[src/rtl/sns_irq_pkg.sv]
package sns_irq_pkg;
    localparam int EVT_W  = 8;
    localparam int ADDR_W = 2;

    typedef enum logic [ADDR_W-1:0] {
        REG_EN  = 2'd0,
        REG_MAP = 2'd1,
        REG_SRC = 2'd2,
        REG_RSV = 2'd3
    } reg_sel_e;

    // bits that follow a live condition: data ready, watermark, overrun
    localparam logic [EVT_W-1:0] LEVEL_MASK = 8'b1000_0011;
    localparam logic [EVT_W-1:0] LATCH_MASK = ~LEVEL_MASK;
endpackage

[src/rtl/irq_src_bank.sv]
module irq_src_bank
    import sns_irq_pkg::*;
#(
    parameter int N = EVT_W,
    parameter logic [N-1:0] LVL = LEVEL_MASK
) (
    input  logic         clk,
    input  logic         rst_n,
    input  logic [N-1:0] evt,
    input  logic         clr,
    output logic [N-1:0] src
);
    genvar i;
    generate
        for (i = 0; i < N; i++) begin : g_bit
            if (LVL[i]) begin : g_level
                always_ff @(posedge clk or negedge rst_n) begin
                    if (!rst_n) src[i] <= 1'b0;
                    else        src[i] <= evt[i];
                end
            end else begin : g_hold
                always_ff @(posedge clk or negedge rst_n) begin
                    if (!rst_n) src[i] <= 1'b0;
                    else        src[i] <= evt[i] | (src[i] & ~clr);
                end
            end
        end
    endgenerate
endmodule

[src/rtl/irq_cfg_regs.sv]
module irq_cfg_regs
    import sns_irq_pkg::*;
#(
    parameter int N = EVT_W,
    parameter int AW = ADDR_W
) (
    input  logic          clk,
    input  logic          rst_n,
    input  logic [AW-1:0] addr,
    input  logic          wr,
    input  logic          rd,
    input  logic [N-1:0]  wdata,
    input  logic [N-1:0]  src,
    output logic [N-1:0]  rdata,
    output logic [N-1:0]  en,
    output logic [N-1:0]  map,
    output logic          src_clr
);
    reg_sel_e     sel;
    logic [N-1:0] rd_mux;

    assign sel     = reg_sel_e'(addr);
    assign src_clr = rd && (sel == REG_SRC);

    always_ff @(posedge clk or negedge rst_n) begin
        if (!rst_n) begin
            en  <= '0;
            map <= '0;
        end else if (wr) begin
            if (sel == REG_EN)  en  <= wdata;
            if (sel == REG_MAP) map <= wdata;
        end
    end

    always_comb begin
        unique case (sel)
            REG_EN:  rd_mux = en;
            REG_MAP: rd_mux = map;
            REG_SRC: rd_mux = src;
            default: rd_mux = '0;
        endcase
    end

    always_ff @(posedge clk or negedge rst_n) begin
        if (!rst_n)  rdata <= '0;
        else if (rd) rdata <= rd_mux;
    end
endmodule

[src/rtl/irq_pin_route.sv]
module irq_pin_route
    import sns_irq_pkg::*;
#(
    parameter int N = EVT_W,
    parameter int PINS = 2
) (
    input  logic [N-1:0]    src,
    input  logic [N-1:0]    en,
    input  logic [N-1:0]    map,
    output logic [PINS-1:0] pin
);
    logic [N-1:0] armed;
    assign armed = src & en;

    genvar p;
    generate
        for (p = 0; p < PINS; p++) begin : g_pin
            logic [N-1:0] steer;
            assign steer  = (p == 0) ? ~map : map;
            assign pin[p] = |(armed & steer);
        end
    endgenerate
endmodule

[src/rtl/sns_irq_ctrl.sv]
module sns_irq_ctrl
    import sns_irq_pkg::*;
#(
    parameter int N  = EVT_W,
    parameter int AW = ADDR_W
) (
    input  logic          clk,
    input  logic          rst_n,
    input  logic [N-1:0]  evt_in,
    input  logic [AW-1:0] bus_addr,
    input  logic          bus_wr,
    input  logic          bus_rd,
    input  logic [N-1:0]  bus_wdata,
    output logic [N-1:0]  bus_rdata,
    output logic          irq_pin1,
    output logic          irq_pin2
);
    logic [N-1:0] src_q;
    logic [N-1:0] en_q;
    logic [N-1:0] map_q;
    logic         clr;
    logic [1:0]   pins;

    irq_cfg_regs #(.N(N), .AW(AW)) u_regs (
        .clk(clk), .rst_n(rst_n), .addr(bus_addr), .wr(bus_wr), .rd(bus_rd),
        .wdata(bus_wdata), .src(src_q), .rdata(bus_rdata),
        .en(en_q), .map(map_q), .src_clr(clr)
    );

    irq_src_bank #(.N(N), .LVL(LEVEL_MASK)) u_src (
        .clk(clk), .rst_n(rst_n), .evt(evt_in), .clr(clr), .src(src_q)
    );

    irq_pin_route #(.N(N), .PINS(2)) u_route (
        .src(src_q), .en(en_q), .map(map_q), .pin(pins)
    );

    assign irq_pin1 = pins[0];
    assign irq_pin2 = pins[1];
endmodule

[config.mk]
export PLATFORM = sky130hd
export DESIGN_NAME = sns_irq_ctrl
export DESIGN_NICKNAME = d
export VERILOG_FILES = /design/src/rtl/sns_irq_pkg.sv /design/src/rtl/irq_src_bank.sv /design/src/rtl/irq_cfg_regs.sv /design/src/rtl/irq_pin_route.sv /design/src/rtl/sns_irq_ctrl.sv
export SDC_FILE = /design/constraint.sdc
export NUM_CORES = 1
export LEC_CHECK = 0
export BUFFER_PORTS_ARGS = -buffer_cell sky130_fd_sc_hd__buf_4
export CAP_MARGIN = 10
export CORE_ASPECT_RATIO = 1.75
export CORE_MARGIN = 1.5
export CORE_UTILIZATION = 45
export DETAILED_ROUTE_END_ITERATION = 7
export PLACE_DENSITY = 0.64
export SKIP_LAST_GASP = 1
export SYNTH_ARGS = -nofsm -noshare
export SYNTH_HDL_FRONTEND = slang
export SYNTH_SLANG_ARGS = --single-unit
[constraint.sdc]
create_clock -name clk -period 2.7 [get_ports clk]
set_input_delay 0.54 -clock clk [delete_from_list [all_inputs] [get_ports clk]]
set_output_delay 0.54 -clock clk [all_outputs]
set_load 0.05 [all_outputs]
==> metrics.txt <==
CP max stage cell=or4_1; Main synth FF type=dfrtp_1; top-count cell post-synth=dfrtp_1; DR pass1 iterations=4; Logic pwr share=23.6%; Seq/Total Area, Yosys=55.7%; CP max stage delay=0.53 ns; DRT antenna net count=0; Synth Cell Area=1440 um^2; Post-DP Area=1690 um^2; Slew @ Worst Pin=0.492 ns; top post-synthesis cells by area=dfrtp_1 56%, mux2_2 13%, mux2i_1 5.6%; dpl ws=0.883 ns; sequential share of power=42.1%; area grow syn2layout=26.6%; reg2reg path depth=3; critical path class=reg -> out; syn_nets=138; Antenna diodes=0; Post-Place Cells=186; PwrDens=796 nW/um^2; worst-path maximum fanout=4; Slew HR=approximately two thirds; CTS resizes=0; largest net degree at the start of global routing=33; post-route cell area=around 1800 um^2; syn avg cell area=12.4 um^2; Synth cell types=20; synthesized flop and latch total=32; DIE HEIGHT=77.7 um; Sink Count=32; die area=3550 um^2; FF-to-FF setup slack=1.69 ns; Die W=45.7 um; Final Cycle Share=78.7%; final clock skew=0.00539 ns; worst min-delay path class=in -> async; critical-path cell list=nand2_1, o22ai_1, or4_1, buf_4; area share of the largest cell type after synthesis=about 56%; # fillers=roughly 290; startpoint types=flip-flop; initial antenna violation count=0; cell count after synthesis=116; TritonCTS clock tree=built; Psw=0.421 mW; xor and xnor fraction of the mapped netlist area=0%; Compound-Gate Fraction of Synth Area=13.8%; drt drc=0; Worst VDD drop=~0.00054 V; Sum Neg Setup Slack=0 ns; WL/cell=approximately 16 um; I/O Buffers=31; Post-synth EDFFs=0; total CTS buffers=5; simple-gate share of the synthesized area=9.67%; clk buf depth=2; Ys Warns=0; final worst setup slack=roughly 0.58 ns; GRT overflow=0; global-route wire length before repair=5020 um; global-route usage over all layers=19.8%; Routed WL=3080 um; Tmin final=2.12 ns; Largest delay share family, worst path=simple AND/OR/NAND/NOR gates; drt via density=5.48; crit path capture type=output pin; adder-cell share of the synthesized area=0%; WP data required=2.16 ns; RSZ-0062 raised after global routing=no; row count=27; switch share=29.1%; layout cells sized above 1=38.4%; routability congestion estimate from global placement=between 0.8 and 0.9; largest family of logic cells by synthesized area=multiplexers; Peak Freq=471 MHz; Ports=32; Clk pwr share=between 30% and 40%; final core occ=58.5%; Worst Path Buf+Inv=1; worst reg2reg startpoint=u_regs.map[7]; Final Non-Filler Cells=between 150 and 200; mux share of post-synthesis cell area=18.1%; DP Wirelength=2230 um; hold buffers post-CTS=0; DR iter-0 viols=19; Clk pin slew, worst setup/hold paths=0.06 ns; Starting Density=a little under half; Leakage=~0.84 nW; top cells by count, synth=32 x dfrtp_1, 16 x mux2_2, 9 x nand2_1; worst hold margin=roughly 0.18 ns; status=completed; ys async rst share=100%; Worst-Skew Late Latency=around 0.28 ns; Internal Power=a little over 1 mW; core area=3110 um^2; RR Endpoint=u_regs.rdata[7]; Max-Cap Viols=0; fin nets=172; Final Setup Violations=0; WP data arrival=1.58 ns; final hold violations=0; Post-CTS Setup Inserts=0; Synth area leader=dfrtp_1; overall power=1.45 mW; vias in the first global route=1,079; Slew Limit Fails=0; routed vias=1,063; # H-tree levels=2; CTS root buf=clkbuf_8
power groups by stage:
stage	Sequential (mW)	Combinational, mW	Clock (mW)
3_5_place_dp	0.618	0.342	0
2_1_floorplan	0.658	0.185	0
4_1_cts	0.609	0.344	0.504
3_3_place_gp	0.614	0.336	0
6_report	0.609	0.341	0.496
5_1_grt	0.620	0.365	0.524
placed cells by master, fill, tap and decap left out:
cell type / netlist / routed
buf_4: 0 / 32
clkbuf_8: 1 / 7
a31oi_1: 4 / 4
mux2i_1: 8 / 8
nand3b_2: 1 / 1
nor2b_1: 1 / 1
nor3b_4: 1 / 1
a2bb2oi_1: 8 / 8
and3_1: 4 / 4
nand2_1: 9 / 9
or4_1: 1 / 1
nand4_1: 1 / 1
a21oi_1: 8 / 8
nor2_1: 8 / 8
bufinv_16: 0 / 1
a21o_1: 5 / 5
o22ai_1: 4 / 4
mux2_2: 16 / 16
dfrtp_1: 32 / 32
worst max-delay path by stage:
stage	end	slack, ns	cells after the start	startpoint
after global routing	irq_pin1	0.51	4	u_src.src[6]
after detailed placement	irq_pin1	0.88	4	u_regs.en[7]
after CTS	irq_pin1	0.56	4	u_regs.en[7]
after floorplan	irq_pin1	0.89	3	u_regs.en[7]
final	irq_pin1	0.58	4	u_regs.en[7]
after global placement	irq_pin1	0.88	4	u_regs.en[7]
cell families after synthesis:
| logic type | after synthesis |
|---|---|
| buffers and inverters | 5 |
| DFF | 32 |
| and+or+nand+nor | 26 |
| AOI/OAI and AO/OA | 29 |
| muxes | 24 |
layout make-up:
class	instances	area [um^2]	area share, %
clock buffers	7	96.3	5.30
clock inverters	1	30.0	1.65
multi-input cells	79	597	32.8
flip-flops and latches	32	801	44.0
well taps	43	53.8	2.96
repair buffers	32	240	13.2
state kept, by name (all words and copies together) (netlist names):
name,flops
u_regs.en,8
u_regs.map,8
u_regs.rdata,8
u_src.src,8
metal layers:
metal	global-route usage, %	wire length [um]	up-vias
li1	-	-	496
met1	23.0	1240	521
met2	32.3	1590	36
met3	5.81	160	10
met4	8.86	88	0
met5	0	0	-
worst register-to-register path, delay by kind of cell (launching register included):
| kind | cells | cell delay [ns] |
|---|---|---|
| flip-flops | 1 | 0.41 |
| multiplexers | 1 | 0.15 |
| AO/OA/AOI/OAI | 2 | 0.35 |
(Power assumes the default switching activity.)
